<file path="src/rtl/hbus_pkg.sv">
package hbus_pkg;

    localparam int ADDR_W = 3;
    localparam int DATA_W = 16;
    localparam int LANE_W = DATA_W / 2;
    localparam int IDX_W  = ADDR_W - 1;
    localparam int NREG   = 1 << IDX_W;
    localparam int RX_IDX = 0;
    localparam int TX_IDX = NREG - 1;

    typedef logic [IDX_W-1:0]  idx_t;
    typedef logic [DATA_W-1:0] word_t;

    typedef struct packed {
        idx_t idx;
        logic hi;
        logic byte_mode;
        logic wr;
    } acc_t;

    typedef enum logic [1:0] {
        LANE_BOTH = 2'd0,
        LANE_HI   = 2'd1,
        LANE_LO   = 2'd2
    } lane_e;

    function automatic lane_e lane_of(input acc_t a);
        if (!a.byte_mode) return LANE_BOTH;
        return a.hi ? LANE_HI : LANE_LO;
    endfunction

    function automatic word_t merge_wr(input word_t old, input word_t din, input lane_e ln);
        case (ln)
            LANE_HI: return {din[DATA_W-1:LANE_W], old[LANE_W-1:0]};
            LANE_LO: return {old[DATA_W-1:LANE_W], din[LANE_W-1:0]};
            default: return din;
        endcase
    endfunction

    function automatic word_t steer_rd(input word_t val, input lane_e ln);
        case (ln)
            LANE_HI: return {val[DATA_W-1:LANE_W], {LANE_W{1'b0}}};
            LANE_LO: return {{LANE_W{1'b0}}, val[LANE_W-1:0]};
            default: return val;
        endcase
    endfunction

endpackage

</file>
<file path="src/rtl/hbus_sync.sv">
module hbus_sync #(
    parameter int W      = 1,
    parameter int STAGES = 2
) (
    input  logic         clk,
    input  logic         rst,
    input  logic [W-1:0] d,
    output logic [W-1:0] q
);
    logic [STAGES-1:0][W-1:0] chain_q;

    always_ff @(posedge clk) begin
        if (rst) begin
            chain_q <= '0;
        end else begin
            chain_q[0] <= d;
            for (int i = 1; i < STAGES; i++) begin
                chain_q[i] <= chain_q[i-1];
            end
        end
    end

    assign q = chain_q[STAGES-1];
endmodule

</file>
<file path="src/rtl/hbus_strobe_decode.sv">
module hbus_strobe_decode
    import hbus_pkg::*;
(
    input  logic              clk,
    input  logic              rst,
    input  logic              stb_s,
    input  logic              ce_s,
    input  logic              wr_s,
    input  logic              bsel_s,
    input  logic [ADDR_W-1:0] addr_s,
    output acc_t              acc_now,
    output acc_t              acc_q,
    output logic              wr_fire,
    output logic              rd_done,
    output logic              doe
);
    logic stb_d;
    logic active_q;
    logic lead, trail;

    assign lead  = stb_s & ~stb_d;
    assign trail = ~stb_s & stb_d;

    assign acc_now = '{idx: addr_s[ADDR_W-1:1], hi: addr_s[0], byte_mode: bsel_s, wr: wr_s};

    always_ff @(posedge clk) begin
        if (rst) begin
            stb_d    <= 1'b0;
            active_q <= 1'b0;
            acc_q    <= '0;
        end else begin
            stb_d <= stb_s;
            if (lead && ce_s) begin
                active_q <= 1'b1;
                acc_q    <= acc_now;
            end else if (trail) begin
                active_q <= 1'b0;
            end
        end
    end

    assign wr_fire = lead & ce_s & wr_s;
    assign rd_done = trail & active_q & ~acc_q.wr;
    assign doe     = active_q & ~acc_q.wr;
endmodule

</file>
<file path="src/rtl/hbus_regfile.sv">
module hbus_regfile
    import hbus_pkg::*;
#(
    parameter int RXD_W = 7
) (
    input  logic                        clk,
    input  logic                        rst,
    input  logic                        wr_fire,
    input  acc_t                        acc_now,
    input  word_t                       din,
    input  acc_t                        acc_q,
    input  logic                        rd_done,
    input  logic [RXD_W-1:0]            rx_char,
    input  logic [LANE_W-1:0]           rx_status,
    input  logic                        rx_data_set,
    input  logic                        rx_stat_set,
    input  logic                        tx_be_set,
    output word_t                       rd_data,
    output logic [NREG-1:0][DATA_W-1:0] regs_o,
    output logic                        rx_da,
    output logic                        rx_sa,
    output logic                        tx_be
);
    logic [NREG-1:0][DATA_W-1:0] store_q;
    word_t rx_word;
    word_t sel_word;
    logic  rd_rx, clr_da, clr_sa, clr_be;

    assign rx_word = {rx_status, LANE_W'(rx_char)};

    always_ff @(posedge clk) begin
        if (rst) begin
            store_q <= '0;
        end else if (wr_fire) begin
            for (int r = 0; r < NREG; r++) begin
                if (r != RX_IDX && acc_now.idx == idx_t'(r)) begin
                    store_q[r] <= merge_wr(store_q[r], din, lane_of(acc_now));
                end
            end
        end
    end

    assign sel_word = (acc_q.idx == idx_t'(RX_IDX)) ? rx_word : store_q[acc_q.idx];
    assign rd_data  = steer_rd(sel_word, lane_of(acc_q));
    assign regs_o   = store_q;

    assign rd_rx  = rd_done & (acc_q.idx == idx_t'(RX_IDX));
    assign clr_da = rd_rx & (~acc_q.byte_mode | ~acc_q.hi);
    assign clr_sa = rd_rx & (~acc_q.byte_mode |  acc_q.hi);
    assign clr_be = wr_fire & (acc_now.idx == idx_t'(TX_IDX));

    always_ff @(posedge clk) begin
        if (rst) begin
            rx_da <= 1'b0;
            rx_sa <= 1'b0;
            tx_be <= 1'b0;
        end else begin
            if (rx_data_set)      rx_da <= 1'b1;
            else if (clr_da)      rx_da <= 1'b0;
            if (rx_stat_set)      rx_sa <= 1'b1;
            else if (clr_sa)      rx_sa <= 1'b0;
            if (tx_be_set)        tx_be <= 1'b1;
            else if (clr_be)      tx_be <= 1'b0;
        end
    end
endmodule

</file>
<file path="src/rtl/hbus_regif.sv">
module hbus_regif
    import hbus_pkg::*;
#(
    parameter int RXD_W       = 7,
    parameter int SYNC_STAGES = 2
) (
    input  logic              clk,
    input  logic              rst,
    input  logic [2:0]        bus_addr,
    input  logic              bus_ce,
    input  logic              bus_bytesel,
    input  logic              bus_wr,
    input  logic              bus_strobe,
    input  logic [15:0]       bus_din,
    output logic [15:0]       bus_dout,
    output logic              bus_doe,
    input  logic [RXD_W-1:0]  rx_char,
    input  logic [7:0]        rx_status,
    input  logic              rx_data_set,
    input  logic              rx_stat_set,
    input  logic              tx_be_set,
    output logic              rx_da,
    output logic              rx_sa,
    output logic              tx_be,
    output logic [15:0]       cfg_a,
    output logic [15:0]       cfg_b,
    output logic [15:0]       tx_word
);
    localparam int BW = ADDR_W + 4;

    logic [BW-1:0] bundle_raw, bundle_s;
    acc_t  acc_now, acc_q;
    logic  wr_fire, rd_done, doe;
    word_t rd_data;
    logic [NREG-1:0][DATA_W-1:0] regs;

    assign bundle_raw = {bus_strobe, bus_ce, bus_wr, bus_bytesel, bus_addr};

    hbus_sync #(.W(BW), .STAGES(SYNC_STAGES)) sync_i (
        .clk (clk),
        .rst (rst),
        .d   (bundle_raw),
        .q   (bundle_s)
    );

    hbus_strobe_decode dec_i (
        .clk     (clk),
        .rst     (rst),
        .stb_s   (bundle_s[BW-1]),
        .ce_s    (bundle_s[BW-2]),
        .wr_s    (bundle_s[BW-3]),
        .bsel_s  (bundle_s[BW-4]),
        .addr_s  (bundle_s[ADDR_W-1:0]),
        .acc_now (acc_now),
        .acc_q   (acc_q),
        .wr_fire (wr_fire),
        .rd_done (rd_done),
        .doe     (doe)
    );

    hbus_regfile #(.RXD_W(RXD_W)) rf_i (
        .clk         (clk),
        .rst         (rst),
        .wr_fire     (wr_fire),
        .acc_now     (acc_now),
        .din         (bus_din),
        .acc_q       (acc_q),
        .rd_done     (rd_done),
        .rx_char     (rx_char),
        .rx_status   (rx_status),
        .rx_data_set (rx_data_set),
        .rx_stat_set (rx_stat_set),
        .tx_be_set   (tx_be_set),
        .rd_data     (rd_data),
        .regs_o      (regs),
        .rx_da       (rx_da),
        .rx_sa       (rx_sa),
        .tx_be       (tx_be)
    );

    assign bus_doe  = doe;
    assign bus_dout = doe ? rd_data : '0;
    assign cfg_a    = regs[1];
    assign cfg_b    = regs[2];
    assign tx_word  = regs[TX_IDX];
endmodule

</file>
<file path="config.mk">
export PLATFORM = sky130hd
export DESIGN_NAME = hbus_regif
export DESIGN_NICKNAME = d
export VERILOG_FILES = /design/src/rtl/hbus_pkg.sv /design/src/rtl/hbus_sync.sv /design/src/rtl/hbus_strobe_decode.sv /design/src/rtl/hbus_regfile.sv /design/src/rtl/hbus_regif.sv
export SDC_FILE = /design/constraint.sdc
export NUM_CORES = 1
export LEC_CHECK = 0
export ABC_AREA = 1
export BUFFER_PORTS_ARGS = -buffer_cell sky130_fd_sc_hd__buf_2
export CAP_MARGIN = 30
export CORE_ASPECT_RATIO = 0.9
export CORE_MARGIN = 2
export CORE_UTILIZATION = 40
export CTS_CLUSTER_DIAMETER = 30
export CTS_CLUSTER_SIZE = 28
export DETAILED_ROUTE_END_ITERATION = 8
export PLACE_DENSITY = 0.71
export SKIP_CTS_REPAIR_TIMING = 1
export SKIP_LAST_GASP = 1
export SYNTH_ARGS = -nofsm -noshare
export SYNTH_HDL_FRONTEND = slang
export SYNTH_HIERARCHICAL = 1
export SYNTH_SLANG_ARGS = --single-unit
export TNS_END_PERCENT = 10
</file>
<file path="constraint.sdc">
create_clock -name clk -period 1.6 [get_ports clk]
set_input_delay 0.32 -clock clk [delete_from_list [all_inputs] [get_ports clk]]
set_output_delay 0.32 -clock clk [all_outputs]
set_load 0.01 [all_outputs]
</file>
* After elaboration in Yosys (flattened, before gate mapping)
Index checks and enable logic that the tools add are counted.
** Operators by class
- Magnitude comparators :: 1
- Equal/unequal tests :: 11
- Multiplexer cells :: 42
- Bitwise logic cells :: 24
- Reduce and logical (&&, ||, !) cells :: 12
** Operators with widths (count)
- 16-bit one-hot mux with 2 select lines :: 4
- 16-bit two-way mux :: 3
- 16-bit binary-select mux with 2-bit select :: 1
- 2-bit two-way mux :: 16
- 1-bit two-way mux :: 18
- 3-bit AND reduction :: 6
- 2-bit equality test, second input constant :: 6
- 1-bit AND :: 11
- 1-bit NOT :: 11
- 2-bit by 1-bit equality test with 1-bit output, second input constant :: 5
- 2-bit nonzero test :: 4
- 2-bit by 3-bit less-than comparator with 1-bit output, second input constant :: 1
- 2-bit logical NOT :: 1
- 1-bit bitwise OR :: 2
- 1-bit logical AND :: 1
** Storage, ports and cells
- Register bits :: 72
- Input bits :: 43
- Output and inout bits :: 68

* Logic depth before layout (Yosys ltp)
Gate-level depths: netlist of run 1.
- Depth after elaboration :: 13
- Gate-level depth with buffers :: 10
- Gate-level depth less buffers :: 9

* By module
The synthesis of run 1 kept the hierarchy.
** Modules (own cells, without submodules)
- hbus_regfile :: times used 1, cells an instance 465, area an instance 2854.0 sq um
- hbus_sync :: times used 1, cells an instance 50, area an instance 449.2 sq um
- hbus_strobe_decode :: times used 1, cells an instance 39, area an instance 310.3 sq um
- hbus_regif :: times used 1, cells an instance 34, area an instance 163.9 sq um

* Worst setup path before layout of run 1
Ideal clock, no wire load.
- Kind :: register -> output
- From :: register, netlist name dec_i/acc_q[3]
- To :: output bus_dout[12]
- Arrival :: 1.148 ns
- Setup slack :: 0.132 ns
- Cell stages (with the launch flop) :: 8
- Path buffers :: 2
- Path through :: dfxtp_1 buf_6 nor2_2 buf_6 nand2_1 a21oi_1 nand2_2 inv_1
** Between the ends
- Word-level cells in the longest chain between the ends :: 5
- Elaborated cells on any way between the ends :: 6
- Classes of those cells :: mux: 5; reduce/logical: 1
** Ends and longest elaborated chain
- 16-bit binary-select mux with 2-bit select :: RTL line hbus_regfile.sv:43 : assign sel_word = (acc_q.idx == idx_t'(RX_IDX)) ? rx_word : store_q[acc_q.idx];
- 16-bit two-way mux (not written as such) :: RTL line hbus_regfile.sv:43
- 16-bit two-way mux (*) :: RTL line hbus_regfile.sv:43
- 16-bit one-hot mux with 2 select lines (*) :: RTL line hbus_pkg.sv:41 : case (ln)
- named net rd_data[12] :: RTL line hbus_regif.sv:34 : word_t rd_data;
- 16-bit two-way mux (*) :: RTL line hbus_regif.sv:82 : assign bus_dout = doe ? rd_data : '0;
- to (decl) :: RTL line hbus_regif.sv:15 : output logic [15:0] bus_dout,
The timed path passes the listed nets; every way through them passes the cells marked *. The select of a mux whose other input is x is not followed.

* Final worst setup path of run 1
- From :: register, netlist name dec_i/acc_q[3]
- To :: output bus_dout[13]
** Between the ends
- Word-level cells in the longest chain between the ends :: 5
- Elaborated cells on any way between the ends :: 6
- Classes of those cells :: mux: 5; reduce/logical: 1
** Ends and longest elaborated chain (RTL line)
- 16-bit binary-select mux with 2-bit select :: hbus_regfile.sv:43
- 16-bit two-way mux (not written as such) :: hbus_regfile.sv:43
- 16-bit two-way mux (*) :: hbus_regfile.sv:43
- 16-bit one-hot mux with 2 select lines (*) :: hbus_pkg.sv:41
- named net rd_data[13] :: hbus_regif.sv:34
- 16-bit two-way mux (*) :: hbus_regif.sv:82
Marked as above.

==> flow_summary_export.csv, run 1 <==
group,metric,value,unit
clock_network,clkTransAtPathRegs,0.08,ns
final_layout,fin_nets,723,
synthesis,syn_area,0.00365,mm²
setup_path,r2r_end,"rf_i/regs_o[30]",
route,dr.pass1.iters,5,
timing,finalCritPeriodShare,118,%
setup_path,reg2reg_setup_slack,0.04,ns
final_layout,drive_above_1_share,29.2,%
timing,layout_setup_ws,-0.290,ns
clock_network,cts_sinks,72,
floorplan,num_rows,33,
outcome,violations,"negative setup slack",
setup_path,start_kind,"register",
place,gp_congestion,0.909,
route,post_drt_via_cell_ratio,4.64,
setup_path,cp.depth,7,
clock_network,root_buffer,"clkbuf_8",
synthesis,syn_avg_cell_area,6.40,µm²
clock_network,cts_inserted_buffers,9,
clock_network,cts_tree,"yes",
setup_path,crit_end,"bus_dout[13]",
route,drc,0,
setup_path,crit_chain,"buf_8 -> or2_2 -> nand3_2 -> a21oi_2 -> nand2_1 -> inv_1 -> buf_2",
route,route.vias.total,3744,
power_and_ir_drop,power.density,832,mW/mm²
timing,slew_violations,0,
global_route,antenna_found_initial,0,
clock_network,clockBufferDepth,2,
setup_path,crit_path_max_fanout,17,
route,route.detailed.wl_per_inst,12.4,µm
route,drt_wl_total,9.97,mm
global_route,grt_overflow,0,
global_route,grtUsageMet2,33.0,%
floorplan,initial_utilization,40.5,%
synthesis,syn-num-nets,613,
global_route,grt_pass1_vias,3492,
setup_path,critical_path_buf_inv_count,3,
setup_path,path_class,"register to primary output",
power_and_ir_drop,leakage,0.00250,µW
floorplan,fp.dieArea,0.00990,mm²
setup_path,slowest_stage,"dfxtp_4",
final_layout,diodes,0,
global_route,grt_busiest_layer,"met2",
global_route,use_met1,24.8,%
setup_path,critPathLaunch,"dec_i/acc_q[3]",
floorplan,pin_count,111,
final_layout,fin_util,51.5,%
setup_path,r2r_start,"dec_i/stb_d",
setup_path,required,1.28,ns
timing,fin_crit,1.89,ns
route,drt_iter0_markers,250,
global_route,grt_max_degree,43,
clock_network,worstSkewPairLatency,0.35,ns
timing,worstMarginPinSlew,0.447,ns
setup_path,r2r.worst_path.cells,8,
synthesis,yosys_warnings,6,
outcome,status,"finished with violations",
power_and_ir_drop,vdd_drop_max,0.398,mV
power_and_ir_drop,power,3860,µW
floorplan,coreArea,0.00900,mm²
setup_path,critPathCaptureType,"primary output",
setup_path,cp.arrival,1.57,ns
timing,rsz0062_at_grt,"true",
global_route,grt_usage,19.9,%
timing,fmax,529,MHz
route,detail-route-antenna-nets,0,
setup_path,max_stage_delay,0.37,ns
synthesis,netlist_instances,570,
place,hpwl,7.20,mm
timing,fin_skew,0.0120,ns
min_path,hp-class,"input pin to register",
floorplan,die_y,94.6,µm
timing,setup_violations,16,
global_route,grt_pass1_wl,15.6,mm
floorplan,die_w,105,µm
final_layout,area_delta_synth_final,27.1,%
place,port_buffers,110,
global_route,use_met3,4.35,%
setup_path,cpLargestDelayFamily,"simple AND/OR/NAND/NOR gates",
clock_network,h-tree-depth,3,
timing,hold_viol_final,0,
job,drv_cap,0,
timing,slew_headroom,70.2,%
[power breakdown]
part           leakage (µW)  internal, µW  switching, µW  total, µW
clock              0.000123          1090            710       1800
sequential         0.000585          1810           11.7       1820
combinational       0.00180          99.1            139        238
total               0.00250          3000            860       3860
[flip-flops by register name (all words and copies together) (netlist names)]
signal	cells
rf_i/regs_o	48
sync_i/chain_q	7
sync_i/q	7
dec_i/acc_q	5
dec_i/active_q	1
dec_i/stb_d	1
rf_i/rx_da	1
rf_i/rx_sa	1
rf_i/tx_be	1
[worst min-delay path, stage by stage]
cell	delay, ns
buf_2	0.07
inv_1	0.03
nor2_1	0.06
[stage by stage]
stage	area, µm²	setup TNS [ns]	hold slack [ns]	instances	setup WS [ns]
CTS	4500	-6.28	0.164	805	-0.455
finish	4640	-3.82	0.173	807	-0.290
detailed placement	4250	-0.283	0.394	789	-0.0734
global placement	4250	-0.0146	0.393	789	-0.0146
floorplan	3650	0	0.388	570	0.132
global route	4640	-6.00	0.181	807	-0.349
[metal layers]
metal  part of all wire (%)  vias to the layer above
li1                       -                     1917
met1                     45                     1658
met2                     45                      147
met3                    7.3                       22
met4                    2.4                        0
met5                      0                        -
[layout by cell type (no fill, tap or decap), drive strengths merged]
master	n
bufinv	3
nand4	21
nand2	184
a21oi	26
or2	15
nand3	19
o21ai	1
nor2	119
inv	79
nor3	1
clkinv	2
buf	131
dfxtp	72
clkbuf	10
clkinvlp	2
[final cells by class]
| type | count | area (µm²) |
|---|---|---|
| Inverter | 80 | 304 |
| Tap cell | 122 | 153 |
| Fill cell | 934 | 4370 |
| Timing Repair Buffer | 131 | 751 |
| Multi-Input combinational cell | 386 | 1730 |
| Clock buffer | 10 | 138 |
| Sequential cell | 72 | 1450 |
| Clock inverter | 6 | 115 |
[worst min path at each step]
stage | slack, ns | from | depth (start not counted) | endpoint
6_report | 0.17 | bus_addr[0] | 3 | sync_i/chain_q[0]
4_1_cts | 0.16 | bus_addr[0] | 3 | sync_i/chain_q[0]
3_3_place_gp | 0.39 | sync_i/chain_q[4] | 2 | sync_i/q[4]
3_5_place_dp | 0.39 | sync_i/chain_q[4] | 2 | sync_i/q[4]
5_1_grt | 0.18 | bus_wr | 3 | sync_i/chain_q[4]
2_1_floorplan | 0.39 | sync_i/chain_q[0] | 2 | sync_i/q[0]
Power figures use the tool's default switching activity.
==> run 2: changes to the inputs <==
- SKIP_CTS_REPAIR_TIMING: 1 -> unset
==> flow_summary_export.csv, run 2 (synthesis results as in run 1) <==
group,metric,value,unit
timing,finalCritPeriodShare,118,%
global_route,grt_pass1_wl,15.7,mm
final_layout,fin_area,0.00466,mm²
global_route,grt_usage,20.0,%
global_route,antenna_found_initial,0,
setup_path,reg2reg_setup_slack,0.04,ns
floorplan,initial_utilization,40.5,%
timing,worstMarginPinSlew,0.446,ns
clock_network,cts_sinks,72,
setup_path,required,1.28,ns
clock_network,worstSkewPairLatency,0.35,ns
final_layout,fin_util,51.8,%
setup_path,critPathCaptureType,"primary output",
job,drv_cap,0,
clock_network,root_buffer,"clkbuf_8",
setup_path,r2r.worst_path.cells,8,
route,route.detailed.wl_per_inst,12.3,µm
setup_path,start_kind,"register",
outcome,violations,"negative setup slack",
timing,fin_crit,1.89,ns
route,detail-route-antenna-nets,0,
clock_network,cts_inserted_buffers,9,
clock_network,ctsHoldBuffers,0,
clock_network,cts_tree,"yes",
final_layout,layout_commonest_cell,"nand2_1",
power_and_ir_drop,power.density,827,mW/mm²
place,hpwl,7.20,mm
floorplan,fp.dieArea,0.00990,mm²
clock_network,h-tree-depth,3,
min_path,hold_depth,3,
floorplan,num_rows,33,
timing,rsz0062_at_grt,"true",
route,drt_wl_total,9.99,mm
global_route,grt_pass1_vias,3497,
setup_path,r2r_end,"rf_i/regs_o[30]",
floorplan,coreArea,0.00900,mm²
setup_path,critPathLaunch,"dec_i/acc_q[3]",
floorplan,pin_count,111,
timing,holdWs,0.173,ns
place,port_buffers,110,
power_and_ir_drop,vdd_drop_max,0.399,mV
timing,hold_viol_final,0,
timing,slew_headroom,70.3,%
floorplan,die_y,94.6,µm
setup_path,cp.arrival,1.57,ns
global_route,grt_max_degree,43,
place,pre_cts_ws,-0.0734,ns
timing,fin_skew,0.0115,ns
final_layout,final_cell_mix,"172 x nand2_1, 112 x nor2_1, 109 x buf_2",
setup_path,path_class,"register to primary output",
setup_path,crit_path_max_fanout,17,
route,drt_iter0_markers,263,
final_layout,largest_register_ffs,48,
setup_path,crit_end,"bus_dout[13]",
clock_network,clockBufferDepth,2,
route,dr.pass1.iters,5,
route,drc,0,
global_route,grt_overflow,0,
place,gp_congestion,0.909,
setup_path,r2r_start,"dec_i/stb_d",
final_layout,fin_nets,726,
final_layout,area_delta_synth_final,27.9,%
final_layout,drive_above_1_share,30.1,%
clock_network,clkTransAtPathRegs,0.08,ns
floorplan,die_w,105,µm
timing,setup_violations,16,
outcome,status,"finished with violations",
power_and_ir_drop,leakage,0.00251,µW
min_path,hp-class,"input pin to register",
timing,final.setup.tns,-3.79,ns
route,post_drt_via_cell_ratio,4.62,
route,route.vias.total,3742,
timing,layout_setup_ws,-0.287,ns
timing,slew_violations,0,
timing,fmax,530,MHz
final_layout,diodes,0,
place,dpl_cell_area,0.00425,mm²
run 2: changes by cell type in the layout (fill, tap and decap cells not counted), sizes merged:
cell      before  now
buf          131  134
inv           79   78
clkinvlp       2    3
run 2: per-stage QoR:
step                      instances  power [µW]
after floorplan                 570        2010
after global placement          789        2090
after detailed placement        789        2100
after CTS                       807        3890
after global routing            810        4000
final                           810        3860
run 2: worst min-delay path by stage:
stage	start	end	slack, ns
2_1_floorplan	sync_i/chain_q[0]	sync_i/q[0]	0.39
3_3_place_gp	sync_i/chain_q[4]	sync_i/q[4]	0.39
3_5_place_dp	sync_i/chain_q[4]	sync_i/q[4]	0.39
4_1_cts	bus_addr[0]	sync_i/chain_q[0]	0.16
5_1_grt	bus_wr	sync_i/chain_q[4]	0.18
6_report	bus_addr[0]	sync_i/chain_q[0]	0.17
run 2: area by class of cell:
class | instances | area, µm²
timing repair buffer | 134 | 767
multi-input combinational | 386 | 1730
tap | 122 | 153
clock buffer | 10 | 138
inverter | 80 | 308
sequential | 72 | 1450
fill | 933 | 4340
clock inverter | 6 | 115
run 2: worst max-delay path, stage by stage (launching register included):
cell	delay [ns]
dfxtp_4	0.37
buf_8	0.15
or2_2	0.28
nand3_2	0.09
a21oi_2	0.05
nand2_1	0.11
inv_1	0.05
buf_2	0.13
run 2: layer usage:
metal	wire length [µm]	share of wire, %	GRT usage, %	vias up
met3	702	7.0	4.28	20
met4	224	2.2	8.78	0
met1	4500	45	24.9	1666
li1	-	-	-	1927
met2	4570	46	33.6	129
met5	0	0	0	-
run 2: what timing repair did:
| item | CTS | global route |
|---|---|---|
| pin swaps | 2 | 5 |
| buffers inserted | 2 | 3 |
| gates resized for setup | 10 | 27 |
| endpoints found under the setup margin | 16 | 32 |
run 2: power by group:
| part | switching (µW) | internal, µW |
|---|---|---|
| Clock | 712 | 1090 |
| Combinational | 139 | 98.9 |
| Sequential | 11.6 | 1810 |
==> run 3: changes to the inputs <==
- CELL_PAD_IN_SITES_DETAIL_PLACEMENT: unset -> 1
- CELL_PAD_IN_SITES_GLOBAL_PLACEMENT: unset -> 1
- CORE_UTILIZATION: 40 -> 35
- PLACE_DENSITY: 0.71 -> 0.86
- clock period: 1.6 -> 1.9 ns (I/O delays scaled with it)
==> flow_summary_export.csv, run 3 (synthesis results as in run 1) <==
group,metric,value,unit
outcome,status,"finished with violations",
outcome,violations,"negative setup slack",
timing,rsz0062_at_grt,"true",
place,dp.cells,790,
route,top_layer_used,"met4",
route,met1_length,5.32,mm
route,detail-route-antenna-nets,0,
floorplan,die_y,101,µm
floorplan,fp.dieArea,0.0113,mm²
timing,layout_setup_ws,-0.0572,ns
route,route.vias.total,3849,
timing,slew_headroom,62.1,%
power_and_ir_drop,vdd_drop_max,0.371,mV
place,port_buffers,110,
final_layout,area_delta_synth_final,29.4,%
place,dpl_cell_area,0.00421,mm²
setup_path,cp.arrival,1.58,ns
floorplan,pin_count,111,
route,dr.pass1.iters,4,
timing,hold_viol_final,0,
route,wl_met3,609,µm
floorplan,die_w,112,µm
power_and_ir_drop,p_int,2890,µW
timing,setup_violations,12,
final_layout,fillers,1379,
setup_path,crit_path_max_fanout,8,
final_layout,layout_commonest_cell,"nand2_1",
route,drt_wl_total,12.0,mm
place,hpwl,8.59,mm
power_and_ir_drop,leakage,0.00253,µW
timing,fin_skew,0.00784,ns
global_route,grt_max_degree,43,
final_layout,diodes,0,
clock_network,worstSkewPairLatency,0.33,ns
min_path,hp-class,"input pin to register",
route,wl_met2,5.86,mm
power_and_ir_drop,switchingPower,808,µW
global_route,antenna_found_initial,0,
timing,fin_crit,1.96,ns
job,drv_cap,0,
clock_network,clockBufferDepth,2,
power_and_ir_drop,power.density,783,mW/mm²
place,pre_cts_ws,0.0949,ns
setup_path,start_kind,"register",
power_and_ir_drop,comb_power_share,5.3,%
power_and_ir_drop,power,3700,µW
clock_network,h-tree-depth,3,
global_route,grt_overflow,0,
clock_network,cts_sinks,72,
power_and_ir_drop,clockPowerShare,53.1,%
timing,worstMarginPinSlew,0.566,ns
power_and_ir_drop,seq_power_share,41.7,%
clock_network,root_buffer,"clkbuf_16",
final_layout,fin_area,0.00472,mm²
route,route.detailed.wl_per_inst,14.7,µm
final_layout,final_cell_mix,"175 x nand2_1, 111 x nor2_1, 110 x buf_2",
clock_network,clkTransAtPathRegs,0.06,ns
setup_path,path_class,"register to primary output",
final_layout,final_cells,813,
route,drc,0,
route,drt_iter0_markers,151,
route,post_drt_via_cell_ratio,4.73,
clock_network,cts_inserted_buffers,9,
final_layout,fin_nets,722,
setup_path,required,1.52,ns
floorplan,coreArea,0.0102,mm²
timing,finalCritPeriodShare,103,%
clock_network,cts_tree,"yes",
setup_path,critPathCaptureType,"primary output",
global_route,grt_usage,21.3,%
global_route,grt_pass1_vias,3934,
timing,slew_violations,0,
place,gp_congestion,0.836,
final_layout,drive_above_1_share,29.4,%
floorplan,num_rows,35,
global_route,grt_pass1_wl,19.2,mm
floorplan,initial_utilization,35.7,%
final_layout,largest_register_ffs,48,
power_and_ir_drop,swShare,21.9,%
timing,fmax,511,MHz
timing,final.setup.tns,-0.264,ns
[run 3: changes by cell type in the layout (fill, tap and decap cells not counted), moves of 2 or more]
cell       previous run  this run
buf_4                17        14
buf_6                 7         5
clkbuf_16             0         9
clkbuf_8             10         0
nand2_1             172       175
nand2_2              12         9
nand3_1              12        14
nand3_2               7         5
[run 3: path summary, 6_finish.rpt]
kind                                     endpoint  slack [ns]  cells after the start               from
worst max-delay path                  bus_dout[0]       -0.06                      7     dec_i/acc_q[4]
worst min-delay path            sync_i/chain_q[5]        0.25                      3             bus_ce
worst max register to register    rf_i/regs_o[43]        0.11                      7        sync_i/q[6]
worst min register to register        sync_i/q[4]        0.40                      2  sync_i/chain_q[4]
[run 3: final cells by class]
cell class | instances | area (µm²) | area share [%]
Timing Repair Buffer | 130 | 727 | 15.4
Tap cell | 129 | 161 | 3.42
Clock buffer | 9 | 225 | 4.77
Clock inverter | 7 | 120 | 2.55
Multi-Input combinational cell | 386 | 1730 | 36.6
Sequential cell | 72 | 1450 | 30.7
Inverter | 80 | 308 | 6.52
[run 3: critical path, stage by stage (launching register included)]
cell and delay (ns):
dfxtp_4 0.37, nor2_2 0.15, buf_4 0.20, nand2_1 0.09, a21oi_1 0.18, nand2_1 0.07, inv_1 0.06, buf_2 0.12
[run 3: metrics by stage]
step                      utilization [%]  hold WS, ns
final                                46.3        0.251
after global routing                 46.3        0.264
after CTS                            45.4        0.247
after detailed placement             41.3        0.396
after global placement               41.3        0.393
after floorplan                         -        0.388
[run 3: timing repair]
item	4_1_cts	5_1_grt
gates resized for setup	17	17
endpoints found under the setup margin	16	17
setup buffers	2	5
cloned	0	0
hold buffers	0	0
pin swaps	2	5
[run 3: routing by layer]
metal,GRT usage (%),vias to the layer above
li1,-,1931
met1,26.0,1798
met2,38.3,104
met3,4.09,16
met4,6.84,0
met5,0,-
[run 3: power by group through the flow]
stage | Clock, µW | Sequential, µW | Combinational (µW)
final | 1960 | 1540 | 195
after CTS | 1990 | 1540 | 192
after detailed placement | 0 | 1580 | 188
after floorplan | 0 | 1570 | 125
after global routing | 2050 | 1540 | 222
after global placement | 0 | 1570 | 181
